[src/rtl/hpx_pkg.sv]
package hpx_pkg;
  typedef enum logic {CMD_WRITE = 1'b0, CMD_READ = 1'b1} cmd_kind_e;
  typedef enum logic [1:0] {ST_IDLE = 2'd0, ST_BUSY = 2'd1, ST_GAP = 2'd2} seq_st_e;
endpackage

[src/rtl/hpx_sync.sv]
module hpx_sync #(
  parameter int STAGES = 2
) (
  input  logic clk_i,
  input  logic rst_ni,
  input  logic async_ni,
  output logic lvl_o
);
  logic [STAGES-1:0] ff_q;

  generate
    if (STAGES == 1) begin : g_one
      always_ff @(posedge clk_i or negedge rst_ni)
        if (!rst_ni) ff_q <= '1;
        else         ff_q <= async_ni;
    end else begin : g_chain
      always_ff @(posedge clk_i or negedge rst_ni)
        if (!rst_ni) ff_q <= '1;
        else         ff_q <= {ff_q[STAGES-2:0], async_ni};
    end
  endgenerate

  // internal level is active high
  assign lvl_o = ~ff_q[STAGES-1];
endmodule

[src/rtl/hpx_seq.sv]
module hpx_seq
  import hpx_pkg::*;
#(
  parameter int OUT_W = 12
) (
  input  logic             clk_i,
  input  logic             rst_ni,
  input  logic             cfg_done_i,
  input  logic [OUT_W-1:0] hp_out_i,
  input  logic             int_lvl_i,
  input  logic             ack_i,
  input  logic             err_i,
  output logic             req_o,
  output cmd_kind_e        kind_o,
  output logic [OUT_W-1:0] wdata_o,
  output logic             rd_ok_o
);
  seq_st_e          state_q;
  cmd_kind_e        kind_q;
  logic [OUT_W-1:0] wr_img_q;
  logic [OUT_W-1:0] acc_img_q;
  logic             int_pend_q;
  logic             dirty;

  assign dirty = (hp_out_i != acc_img_q);

  always_ff @(posedge clk_i or negedge rst_ni) begin
    if (!rst_ni) begin
      state_q    <= ST_IDLE;
      kind_q     <= CMD_WRITE;
      wr_img_q   <= '0;
      acc_img_q  <= '0;
      int_pend_q <= 1'b0;
    end else begin
      case (state_q)
        ST_IDLE: begin
          if (cfg_done_i) begin
            if (int_pend_q || (!dirty && int_lvl_i)) begin
              state_q    <= ST_BUSY;
              kind_q     <= CMD_READ;
              int_pend_q <= 1'b0;
            end else if (dirty) begin
              state_q  <= ST_BUSY;
              kind_q   <= CMD_WRITE;
              wr_img_q <= hp_out_i;
            end
          end
        end
        ST_BUSY: begin
          if (ack_i) begin
            state_q <= err_i ? ST_GAP : ST_IDLE;
            if (!err_i && kind_q == CMD_WRITE) acc_img_q <= wr_img_q;
          end
          if (kind_q == CMD_WRITE && int_lvl_i) int_pend_q <= 1'b1;
        end
        ST_GAP: begin
          state_q <= ST_BUSY;  // reissue same command
          if (kind_q == CMD_WRITE && int_lvl_i) int_pend_q <= 1'b1;
        end
        default: state_q <= ST_IDLE;
      endcase
    end
  end

  assign req_o   = (state_q == ST_BUSY);
  assign kind_o  = kind_q;
  assign wdata_o = wr_img_q;
  assign rd_ok_o = req_o && ack_i && !err_i && (kind_q == CMD_READ);

  AST_GAP_REISSUES: assert property (@(posedge clk_i) disable iff (!rst_ni)
    (state_q == ST_GAP) |=> (req_o && $stable(kind_q) && $stable(wr_img_q)));
  AST_ACC_ON_ACK: assert property (@(posedge clk_i) disable iff (!rst_ni)
    !$stable(acc_img_q) |-> $past(req_o && ack_i && !err_i && kind_q == CMD_WRITE));
  AST_STATE_LEGAL: assert property (@(posedge clk_i) disable iff (!rst_ni)
    state_q != 2'd3);
endmodule

[src/rtl/hpx_in_shadow.sv]
module hpx_in_shadow #(
  parameter int NUM_PORTS   = 3,
  parameter int IN_PER_PORT = 4,
  localparam int IN_W       = NUM_PORTS * IN_PER_PORT
) (
  input  logic                 clk_i,
  input  logic                 rst_ni,
  input  logic                 upd_i,
  input  logic [IN_W-1:0]      rdata_i,
  output logic [IN_W-1:0]      shadow_o,
  output logic [NUM_PORTS-1:0] chg_o
);
  logic [NUM_PORTS-1:0] diff;

  for (genvar p = 0; p < NUM_PORTS; p++) begin : g_port
    assign diff[p] = |(rdata_i[p*IN_PER_PORT +: IN_PER_PORT] ^
                       shadow_o[p*IN_PER_PORT +: IN_PER_PORT]);
  end

  always_ff @(posedge clk_i or negedge rst_ni) begin
    if (!rst_ni) begin
      shadow_o <= '0;
      chg_o    <= '0;
    end else begin
      chg_o <= upd_i ? diff : '0;
      if (upd_i) shadow_o <= rdata_i;
    end
  end

  AST_SHADOW_HOLD: assert property (@(posedge clk_i) disable iff (!rst_ni)
    !upd_i |=> $stable(shadow_o));
endmodule

[src/rtl/hpx_bridge.sv]
module hpx_bridge
  import hpx_pkg::*;
#(
  parameter int NUM_PORTS    = 3,
  parameter int OUT_PER_PORT = 4,
  parameter int IN_PER_PORT  = 4,
  parameter int SYNC_STAGES  = 2,
  localparam int OUT_W       = NUM_PORTS * OUT_PER_PORT,
  localparam int IN_W        = NUM_PORTS * IN_PER_PORT
) (
  input  logic                 clk_i,
  input  logic                 rst_ni,
  input  logic                 cfg_done_i,
  input  logic [6:0]           exp_addr_i,
  input  logic [7:0]           out_reg_i,
  input  logic [7:0]           in_reg_i,
  input  logic [OUT_W-1:0]     hp_out_i,
  input  logic                 exp_int_ni,
  output logic                 cmd_req_o,
  output logic                 cmd_kind_o,
  output logic [6:0]           cmd_addr_o,
  output logic [7:0]           cmd_reg_o,
  output logic [OUT_W-1:0]     cmd_wdata_o,
  input  logic                 cmd_ack_i,
  input  logic                 cmd_err_i,
  input  logic [IN_W-1:0]      cmd_rdata_i,
  output logic [IN_W-1:0]      hp_in_o,
  output logic [NUM_PORTS-1:0] in_chg_o
);
  logic      int_lvl;
  logic      rd_ok;
  cmd_kind_e kind;

  hpx_sync #(.STAGES(SYNC_STAGES)) u_sync (
    .clk_i(clk_i), .rst_ni(rst_ni), .async_ni(exp_int_ni), .lvl_o(int_lvl)
  );

  hpx_seq #(.OUT_W(OUT_W)) u_seq (
    .clk_i(clk_i), .rst_ni(rst_ni), .cfg_done_i(cfg_done_i),
    .hp_out_i(hp_out_i), .int_lvl_i(int_lvl),
    .ack_i(cmd_ack_i), .err_i(cmd_err_i),
    .req_o(cmd_req_o), .kind_o(kind), .wdata_o(cmd_wdata_o), .rd_ok_o(rd_ok)
  );

  hpx_in_shadow #(.NUM_PORTS(NUM_PORTS), .IN_PER_PORT(IN_PER_PORT)) u_in (
    .clk_i(clk_i), .rst_ni(rst_ni), .upd_i(rd_ok), .rdata_i(cmd_rdata_i),
    .shadow_o(hp_in_o), .chg_o(in_chg_o)
  );

  assign cmd_kind_o = kind;
  assign cmd_addr_o = exp_addr_i;
  assign cmd_reg_o  = (kind == CMD_READ) ? in_reg_i : out_reg_i;

  AST_NO_REQ_BEFORE_CFG: assert property (@(posedge clk_i) disable iff (!rst_ni)
    !cfg_done_i |-> !cmd_req_o);
  AST_REQ_HOLD: assert property (@(posedge clk_i) disable iff (!rst_ni)
    (cmd_req_o && !cmd_ack_i) |=>
      (cmd_req_o && $stable(cmd_kind_o) && $stable(cmd_wdata_o)));
  AST_REQ_DROP: assert property (@(posedge clk_i) disable iff (!rst_ni)
    (cmd_req_o && cmd_ack_i) |=> !cmd_req_o);
  AST_RETRY_SAME: assert property (@(posedge clk_i) disable iff (!rst_ni)
    (cmd_req_o && $past(cmd_req_o && cmd_ack_i && cmd_err_i, 2)) |->
      (cmd_wdata_o == $past(cmd_wdata_o, 2) && cmd_kind_o == $past(cmd_kind_o, 2)));
  AST_CHG_AFTER_READ: assert property (@(posedge clk_i) disable iff (!rst_ni)
    (|in_chg_o) |-> $past(cmd_req_o && cmd_ack_i && !cmd_err_i && cmd_kind_o));
endmodule

[config.mk]
export PLATFORM = sky130hd
export DESIGN_NAME = hpx_bridge
export DESIGN_NICKNAME = d
export VERILOG_FILES = /design/src/rtl/hpx_pkg.sv /design/src/rtl/hpx_sync.sv /design/src/rtl/hpx_seq.sv /design/src/rtl/hpx_in_shadow.sv /design/src/rtl/hpx_bridge.sv
export SDC_FILE = /design/constraint.sdc
export NUM_CORES = 1
export LEC_CHECK = 0
export ABC_AREA = 1
export BUFFER_PORTS_ARGS = -buffer_cell sky130_fd_sc_hd__buf_4
export CORE_ASPECT_RATIO = 1.25
export CORE_MARGIN = 3
export CORE_UTILIZATION = 50
export DETAILED_ROUTE_END_ITERATION = 8
export PLACE_DENSITY = 0.9
export SYNTH_ARGS = -nofsm -noshare
export SYNTH_HDL_FRONTEND = slang
export SYNTH_HIERARCHICAL = 1
export SYNTH_SLANG_ARGS = --single-unit
[constraint.sdc]
create_clock -name clk_i -period 3.42 [get_ports clk_i]
set_input_delay 0.342 -clock clk_i [delete_from_list [all_inputs] [get_ports clk_i]]
set_output_delay 0.342 -clock clk_i [all_outputs]
set_load 0.05 [all_outputs]
==> flow_summary.ini, run 1 <==
[setup_path]
crit_path_start_kind = flop
cp_num_cells = 4
critPathRequiredTime_ps = 3610
critPathBufInv = 1
r2r_cells = 4
path_delay_family = simple AND/OR/NAND/NOR gates
cp_max_fo = 24
endpoint_kind = flop
cpPeakStageDelay_ps = 680
crit_type = reg -> reg
reg2reg_slack_ps = 1450
path_cells = inv_1 -> ha_1 -> nand4_1 -> o21ai_0
worstPathArrival_ps = 2160
crit_path_top_delay_cell = nand4_1

[sta]
setup_tns_ps = 0
setup_viol = 0
hold_viol_final = 0
final.min_clock_period_ps = 1970
max_freq_mhz = 507
worst_pin_slew_ps = 832
slew_headroom_pct = 44.3
timing.final.crit_share_pct = 57.7
slew_violations = 0
rsz0062_at_grt = no
setup_slack_ps = 1450
fin_skew_ps = 3.53

[synthesis]
avgSynthCellArea_sq_um = 7.44
synth_common_cells = nand2_1, inv_1, dfrtp_1
syn-cell-area_sq_mm = 0.00250
synth_top_family_by_area = simple AND/OR/NAND/NOR gates
async_flop_share_pct = 100
synth.most_common_cell = nand2_1
synth_top_area_share_pct = 43.0
synth_area_leaders = dfrtp_1, nand2_1, inv_1, o21ai_0, o21ai_2
synth_top_area_cell = dfrtp_1
syn_inst = 336
synth-adder-area-share_pct = 2.00
yosys.area_share.xor_xnor_pct = 2.10
yosys.area_share.simple_pct = 26.5
synth_edf_count = 0
synth_warnings = 6
muxShareOfSynthArea_pct = 0
synth_cell_type_count = 21
ys_ff_latch = 45
ys_seq_area_share_pct = 45.1
synth_compound_area_share_pct = 10.6
syn_nets = 393
ys.flop_type = dfrtp_1

[detailed_routing]
firstDrtPassIters = 4
post-route-drc-count = 0
vias_per_cell = 4.81
drt-initial-drc-count = 76
wl_um = 5560
final_antenna_net_count = 0
vias = 2273
wl_per_cell_um = 11.8

[finish]
area_growth_pct = 27.9
diodes = 0
nets = 469
final_area_sq_mm = 0.00320
final_cells = 473
drive_above_1_share_pct = 26.6
n_fill_cell = 402
seq_area_sq_mm = 0.00113
multi_input_area_sq_mm = 0.00103

[clock_network]
post_cts_resized = 0
cts_root_buf = clkbuf_8
insertion_delay_ps = 290
cts_tree = yes
cts_buffers = 5
cts_sinks = 45
clockBufferDepth = 2
htreeDepth = 2
postCtsSetupRepairBufs = 0
ctsHoldBuffers = 0
cts.clk_slew.worst_paths_ps = 80

[grt]
overflow = 0
grt_pass1_wl_um = 9300
antenna_found_initial = 0
first_global_vias = 2206
grt_use_total_pct = 19.2
grt_max_degree = 46

[floorplanning]
die_w_um = 69.2
rows = 28
die_y_um = 85.1
ioPinCount = 97
dieArea_sq_mm = 0.00589
start_util_pct = 52.1
coreArea_sq_mm = 0.00480

[placed_design]
gp_routability_congestion = 0.735
dpl.hpwl_um = 4120
post-place-cells = 465
dpl_cell_area_sq_mm = 0.00308
portBuffers = 82
post-place-ws_ps = 1490

[power]
powerDensity_mw_per_mm2 = 1030
leakage_uw = 0.00179
peakVddDrop_uv = 707

[flow_run]
cap_violations = 0

[hold_path]
worstHoldPathType = in -> async

[status]
status = finished clean
-- state kept, by name, summed over array words and instances, names as in the netlist --
name,flops
u_in/shadow_o,12
u_in/chg_o,3
u_sync/ff_q,2
u_seq/int_pend_q,1
u_seq/wdata_o,12
u_seq/state_q,2
u_seq/kind_o,1
u_seq/acc_img_q,12
-- kinds of logic (layout without fill, tap and decap cells) --
kind of cell	count (synthesis)	after routing
AND/OR/NAND/NOR	165	165
buffers and inverters	74	151
flip-flops	45	45
AO/OA/AOI/OAI	42	42
XOR/XNOR	6	6
adder cells (fa/ha/maj)	4	4
-- layout make-up --
class | instances | share of cell area (%)
repair buffers | 83 | 19.5
inverters | 60 | 7.04
flip-flops and latches | 45 | 35.3
clock buffers | 7 | 2.70
clock inverters | 1 | 0.939
multi-input cells | 217 | 32.2
well taps | 60 | 2.35
-- report_power, final --
group | internal (uW) | switching [uW]
registers | 778 | 185
logic | 600 | 1320
clock network | 238 | 175
total | 1620 | 1680
-- layout by cell type (no fill, tap or decap) --
cell type / instances
nand2_1: 133
buf_4: 83
inv_1: 59
dfrtp_1: 43
o21ai_0: 24
nor2_1: 15
o21ai_2: 13
nand3_1: 7
nand4_1: 7
clkbuf_8: 6
xnor2_1: 6
ha_1: 4
a21oi_1: 3
dfstp_2: 2
inv_2: 1
clkbuf_1: 1
bufinv_16: 1
nand2_2: 1
nand3_2: 1
nor2_4: 1
a21oi_2: 1
o21a_1: 1
-- final timing paths --
kind / from / endpoint
worst max-delay path: u_seq/state_q[1] / u_seq/acc_img_q[5]
worst min-delay path: rst_ni / u_seq/wdata_o[6]
worst max register to register: u_seq/state_q[1] / u_seq/acc_img_q[5]
worst min register to register: u_sync/ff_q[0] / u_sync/ff_q[1]
max in group asynchronous: rst_ni / u_sync/ff_q[1]
min in group clk_i: exp_int_ni / u_sync/ff_q[0]
-- stage by stage --
step / util, % / hold WS [ps] / total power, uW
final: 66.6 / 27.8 / 3300
after global routing: 66.6 / 61.3 / 3520
after CTS: 66.6 / 56.2 / 3320
after detailed placement: 64.2 / 354 / 2890
after global placement: 64.2 / 346 / 2830
after floorplan: - / 46.4 / 2400
-- per-layer routing --
metal / up-vias / share of wire (%) / global-route usage [%]
met2: 70 / 52 / 36.0
li1: 1158 / - / -
met1: 1031 / 38 / 20.6
met4: 0 / 1.8 / 6.93
met3: 14 / 7.2 / 4.98
met5: - / 0 / 0
Power figures use the tool's default switching activity.
==> run 2: changes to the inputs <==
--- a/config.mk
+++ b/config.mk
@@ -5,13 +5,13 @@
 export SDC_FILE = /design/constraint.sdc
 export NUM_CORES = 1
 export LEC_CHECK = 0
-export ABC_AREA = 1
+export ABC_AREA = 0
 export BUFFER_PORTS_ARGS = -buffer_cell sky130_fd_sc_hd__buf_4
 export CORE_ASPECT_RATIO = 1.25
 export CORE_MARGIN = 3
-export CORE_UTILIZATION = 50
+export CORE_UTILIZATION = 43
 export DETAILED_ROUTE_END_ITERATION = 8
-export PLACE_DENSITY = 0.9
+export PLACE_DENSITY = 0.84
 export SYNTH_ARGS = -nofsm -noshare
 export SYNTH_HDL_FRONTEND = slang
 export SYNTH_HIERARCHICAL = 1
==> constraint.sdc (replaced) <==
create_clock -name clk_i -period 1.7 [get_ports clk_i]
set_input_delay 0.17 -clock clk_i [delete_from_list [all_inputs] [get_ports clk_i]]
set_output_delay 0.17 -clock clk_i [all_outputs]
set_load 0.05 [all_outputs]
==> run 2 against run 1 <==
Against the previous run:
- the flow now finishes with violations (setup timing)
- clock skew rose by 1.0 ps
- final cell count fell by 31%
- non-clock buffer count rose by 20
- combinational power rose by 120%
- area after synthesis fell by 7.2%
- via count fell by 29%
- register-to-register slack got worse by 1500 ps
- synthesized cell count fell by 51%
- worst setup slack got worse by 1500 ps
==> flow_summary.ini, run 2 <==
[status]
status = finished with violations
violations = setup timing

[finish]
final_cells = 325
area_growth_pct = 44.0
nets = 319
diodes = 0
mostFrequentLayoutCells = buf_4, dfrtp_1, mux2_4
drive_above_1_share_pct = 66.9
final_common_cell = buf_4
final_area_sq_mm = 0.00334

[synthesis]
synth_area_leaders = dfrtp_1, mux2_4, mux2_2, xnor2_1, xor2_1
ys.flop_type = dfrtp_1
synth_edf_count = 0
synth.most_common_cell = dfrtp_1
synth_common_cells = dfrtp_1, mux2_4, mux2_2
ys_ff_latch = 45
synth_top_area_cell = dfrtp_1
async_flop_share_pct = 100
avgSynthCellArea_sq_um = 14.1
synth_cell_type_count = 30
syn-cell-area_sq_mm = 0.00232
syn_inst = 164
syn_nets = 221
synth_warnings = 6
synth_top_area_share_pct = 46.4
ys_seq_area_share_pct = 48.7

[grt]
overflow = 0
first_global_vias = 1712
grt_pass1_wl_um = 7960
antenna_found_initial = 0
grt_max_degree = 46
grt_use_total_pct = 16.1

[placed_design]
dpl_cell_area_sq_mm = 0.00304
dpl.hpwl_um = 3710
post-place-ws_ps = -48.6
post-place-cells = 307
gp_routability_congestion = 0.811
portBuffers = 82

[clock_network]
insertion_delay_ps = 290
cts_buffers = 5
cts_root_buf = clkbuf_8
cts.clk_slew.worst_paths_ps = 80
htreeDepth = 2
cts_sinks = 45
cts_tree = yes
clockBufferDepth = 2

[sta]
max_freq_mhz = 583
timing.final.crit_share_pct = 101
setup_viol = 10
holdWs_ps = 114
hold_viol_final = 0
setup_slack_ps = -15.4
slew_violations = 0
worst_pin_slew_ps = 577
fin_skew_ps = 4.55
slew_headroom_pct = 61.5
final.min_clock_period_ps = 1720
rsz0062_at_grt = yes

[detailed_routing]
firstDrtPassIters = 3
vias = 1606
wl_per_cell_um = 16.4
vias_per_cell = 4.94
final_antenna_net_count = 0
post-route-drc-count = 0
wl_um = 5340
drt-initial-drc-count = 80

[power]
combPwrFrac_pct = 61.4
seqPwrFrac_pct = 29.2
leakage_uw = 0.00163
p_sw_share_pct = 45.9
p_int_uw = 3700
p_total_uw = 6840
peakVddDrop_uv = 1240
clockPowerShare_pct = 9.3
powerDensity_mw_per_mm2 = 2050
p_switching_uw = 3140

[setup_path]
critPathRequiredTime_ps = 1880
endpoint_kind = flop
cp_max_fo = 11
r2r_cells = 6
worstPathArrival_ps = 1900
crit_path_start_kind = flop
crit_type = reg -> reg

[floorplanning]
rows = 29
die_w_um = 71.7
die_y_um = 88.1
start_util_pct = 45.0
dieArea_sq_mm = 0.00632
coreArea_sq_mm = 0.00515
ioPinCount = 97

[hold_path]
hold_path_depth = 2
worstHoldPathType = in -> reg

[flow_run]
cap_violations = 0
==> run 2: changes by cell type in the layout (fill, tap and decap cells not counted), sizes merged, moves of 12 or more <==
cell	before	now
nand2	134	3
inv	60	5
mux2	0	44
buf	83	100
o21ai	37	1
xor2	0	12
nor2	16	2
==> run 2: layer usage <==
| layer | track usage (%) | wire [um] |
|---|---|---|
| met5 | 0 | 0 |
| met4 | 4.44 | 111 |
| met3 | 4.82 | 335 |
| met2 | 28.7 | 2940 |
| met1 | 18.7 | 1950 |
==> run 2: worst paths after layout <==
path / start / endpoint / slack [ps]
worst min register to register: u_sync/ff_q[0] / u_sync/ff_q[1] / 360
min in group asynchronous: rst_ni / u_in/shadow_o[11] / 410
worst max register to register: u_seq/acc_img_q[6] / u_seq/wdata_o[5] / -20
max in group asynchronous: rst_ni / u_seq/wdata_o[3] / 900
worst min-delay path: cmd_rdata_i[0] / u_in/shadow_o[0] / 110
worst max-delay path: u_seq/acc_img_q[6] / u_seq/wdata_o[5] / -20
==> run 2: timing repair <==
| item | in CTS | in global routing |
|---|---|---|
| hold buffers | 2 | 0 |
| hold endpoints to repair | 44 | 0 |
| pin swaps | 4 | 14 |
| buffers inserted | 1 | 6 |
| setup endpoints to repair | 5 | 19 |
| cloned | 0 | 1 |
| resized for setup | 3 | 14 |
==> run 2: area by class of cell <==
| cell class | instances | area, sq um |
|---|---|---|
| Fill cell | 404 | 1810 |
| Multi-Input combinational cell | 102 | 1210 |
| Sequential cell | 45 | 1130 |
| Timing Repair Buffer | 103 | 821 |
| Tap cell | 62 | 77.6 |
| Clock buffer | 6 | 72.6 |
| Inverter | 5 | 18.8 |
| Clock inverter | 2 | 10.0 |
==> run 2: cells by family (layout without fill, tap and decap cells) <==
| logic type | count (synthesis) | in the layout | synth area share [%] |
|---|---|---|---|
| mux | 45 | 45 | 25.7 |
| xor+xnor | 24 | 24 | 9.06 |
| fa+ha+maj | 4 | 4 | 2.16 |
| flops | 45 | 45 | 48.7 |
| simple gates | 17 | 17 | 5.02 |
| compound gates | 12 | 12 | 4.37 |
| buf+inv | 17 | 116 | 5.07 |
==> run 2: power groups by stage <==
stage               registers, uW  logic (uW)  clock network, uW
floorplan                    3000        1750                  0
global placement             1950        3810                  0
detailed placement           1970        3900                  0
CTS                          1970        3940                660
global route                 2080        4410                715
finish                       2000        4200                638
==> run 2: metrics by stage <==
| step | TNS (ps) | util [%] |
|---|---|---|
| finish | -93.8 | 64.8 |
| global route | -1040 | 64.8 |
| CTS | 0 | 61.6 |
| detailed placement | -53.2 | 59.1 |
| global placement | 0 | 59.1 |
| floorplan | -13.8 | - |
==> run 2: worst max-delay path, stage by stage, from the launching register on <==
cell     delay (ps)
dfrtp_1         410
xnor2_2         160
nand4_2         210
nor3_4          280
nor3_4           80
buf_12          160
mux2_4          290
==> run 3: changes to the inputs <==
--- a/config.mk
+++ b/config.mk
@@ -9,9 +9,9 @@
 export BUFFER_PORTS_ARGS = -buffer_cell sky130_fd_sc_hd__buf_4
 export CORE_ASPECT_RATIO = 1.25
 export CORE_MARGIN = 3
-export CORE_UTILIZATION = 43
+export CORE_UTILIZATION = 48
 export DETAILED_ROUTE_END_ITERATION = 8
-export PLACE_DENSITY = 0.84
+export PLACE_DENSITY = 0.88
 export SYNTH_ARGS = -nofsm -noshare
 export SYNTH_HDL_FRONTEND = slang
 export SYNTH_HIERARCHICAL = 1
==> constraint.sdc (replaced) <==
create_clock -name clk_i -period 1.65 [get_ports clk_i]
set_input_delay 0.165 -clock clk_i [delete_from_list [all_inputs] [get_ports clk_i]]
set_output_delay 0.165 -clock clk_i [all_outputs]
set_load 0.05 [all_outputs]
==> run 3 against run 2 <==
Against the previous run:
- the run still ends with setup timing left
- sequential cell count is the same
- clock power grew 9.7%
- hold slack gained 1.3 ps
- design area grew 0.79%
- power grew 4.1%
- largest power group unchanged
==> flow_summary.ini, run 3 (synthesis gave the netlist of run 2 again) <==
[clock_network]
cts_tree = yes
cts.clk_slew.worst_paths_ps = 90
insertion_delay_ps = 290
cts_buffers = 5
htreeDepth = 2
cts_root_buf = clkbuf_8
clockBufferDepth = 2
cts_sinks = 45

[finish]
drive_above_1_share_pct = 68.1
diodes = 0
area_growth_pct = 45.1
nets = 316
final_cells = 318
final_area_sq_mm = 0.00337
final_common_cell = buf_4
n_fill_cell = 299
mostFrequentLayoutCells = buf_4, dfrtp_1, mux2_4

[grt]
antenna_found_initial = 0
first_global_vias = 1786
grt_pass1_wl_um = 8160
grt_max_degree = 46
overflow = 0
grt_use_total_pct = 18.5

[floorplanning]
rows = 27
dieArea_sq_mm = 0.00571
start_util_pct = 51.2
coreArea_sq_mm = 0.00453
ioPinCount = 97
die_w_um = 68.2
die_y_um = 83.7

[detailed_routing]
final_antenna_net_count = 0
wl_per_cell_um = 16.8
post-route-drc-count = 0
vias_per_cell = 5.06
vias = 1610
drt-initial-drc-count = 80
wl_um = 5330
firstDrtPassIters = 3

[placed_design]
post-place-cells = 304
gp_routability_congestion = 0.729
dpl.hpwl_um = 3730
dpl_cell_area_sq_mm = 0.00306
portBuffers = 82

[hold_path]
worstHoldPathType = in -> reg

[setup_path]
critPathBufInv = 1
r2r-end = u_seq/state_q[0]
crit_start = u_seq/acc_img_q[10]
reg2reg_from = u_seq/acc_img_q[10]
critPathRequiredTime_ps = 1830
path_cells = xnor2_2 -> nand4_2 -> buf_6 -> o41ai_4 -> a21oi_2 -> mux2i_1
endpoint_kind = flop
crit_type = reg -> reg
cp_num_cells = 6
cpPeakStageDelay_ps = 430
crit_path_top_delay_cell = dfrtp_1
reg2reg_slack_ps = -120
crit_path_start_kind = flop
path_delay_family = compound AO/OA/AOI/OAI gates
worstPathArrival_ps = 1950
r2r_cells = 6
cp_max_fo = 3
cp-endpoint = u_seq/state_q[0]

[sta]
final.min_clock_period_ps = 1770
slew_headroom_pct = 62.3
setup_slack_ps = -122
hold_viol_final = 0
rsz0062_at_grt = yes
max_freq_mhz = 564
worst_pin_slew_ps = 565
timing.final.crit_share_pct = 107
fin_skew_ps = 12.9
setup_viol = 10
slew_violations = 0

[power]
leakage_uw = 0.00166
peakVddDrop_uv = 1480
p_total_uw = 7120
powerDensity_mw_per_mm2 = 2110

[status]
violations = setup timing
status = finished with violations

[flow_run]
cap_violations = 0
==> run 3: cell count changes in the layout (fill, tap and decap cells not counted), moves of 2 or more <==
cell,delta
mux2_2,-4
xnor2_2,+2
buf_6,+6
mux2_4,+3
buf_4,-8
xnor2_1,-2
==> run 3: routing by layer <==
layer	track usage, %	vias up	wire length, um
met5	0	-	0
met4	3.80	0	11
met3	5.26	2	358
met2	33.0	56	2910
met1	21.4	792	2060
li1	-	760	-
==> run 3: worst min-delay path by stage <==
stage                   start               end  slack [ps]  cells past startpoint
2_1_floorplan          rst_ni     u_in/chg_o[0]        -130                      0
3_3_place_gp           rst_ni  u_in/shadow_o[9]         200                      1
3_5_place_dp           rst_ni  u_in/shadow_o[9]         200                      1
4_1_cts        cmd_rdata_i[3]  u_in/shadow_o[3]         110                      2
5_1_grt        cmd_rdata_i[8]  u_in/shadow_o[8]         100                      2
6_report       cmd_rdata_i[3]  u_in/shadow_o[3]         120                      2
==> run 3: metrics by stage <==
| stage | util, % | TNS [ps] | hold WS, ps | setup slack [ps] |
|---|---|---|---|---|
| 2_1_floorplan | - | 0 | -131 | 1.78 |
| 3_3_place_gp | 67.6 | -2250 | 197 | -223 |
| 3_5_place_dp | 67.6 | -2830 | 198 | -278 |
| 4_1_cts | 71.7 | 0 | 106 | 1.37 |
| 5_1_grt | 74.4 | -1280 | 101 | -155 |
| 6_report | 74.4 | -294 | 116 | -122 |
==> run 3: report_power, final <==
| group | internal, uW | switching [uW] |
|---|---|---|
| Combinational | 1910 | 2410 |
| Sequential | 1610 | 489 |
| Clock | 340 | 361 |
| Total | 3860 | 3260 |
==> run 3: area by class of cell <==
| class | count | area (sq um) | share of cell area [%] |
|---|---|---|---|
| Sequential cell | 45 | 1130 | 33.6 |
| Multi-Input combinational cell | 102 | 1250 | 37.0 |
| Timing Repair Buffer | 100 | 803 | 23.9 |
| Inverter | 5 | 18.8 | 0.557 |
| Clock buffer | 6 | 82.6 | 2.45 |
| Clock inverter | 2 | 13.8 | 0.409 |
| Tap cell | 58 | 72.6 | 2.16 |
==> run 3: timing repair <==
item / in CTS / in global routing
setup buffers: 4 / 0
hold endpoints to repair: 44 / 0
setup endpoints to repair: 16 / 30
hold buffers: 2 / 0
pin swaps: 4 / 10
resized for setup: 6 / 22
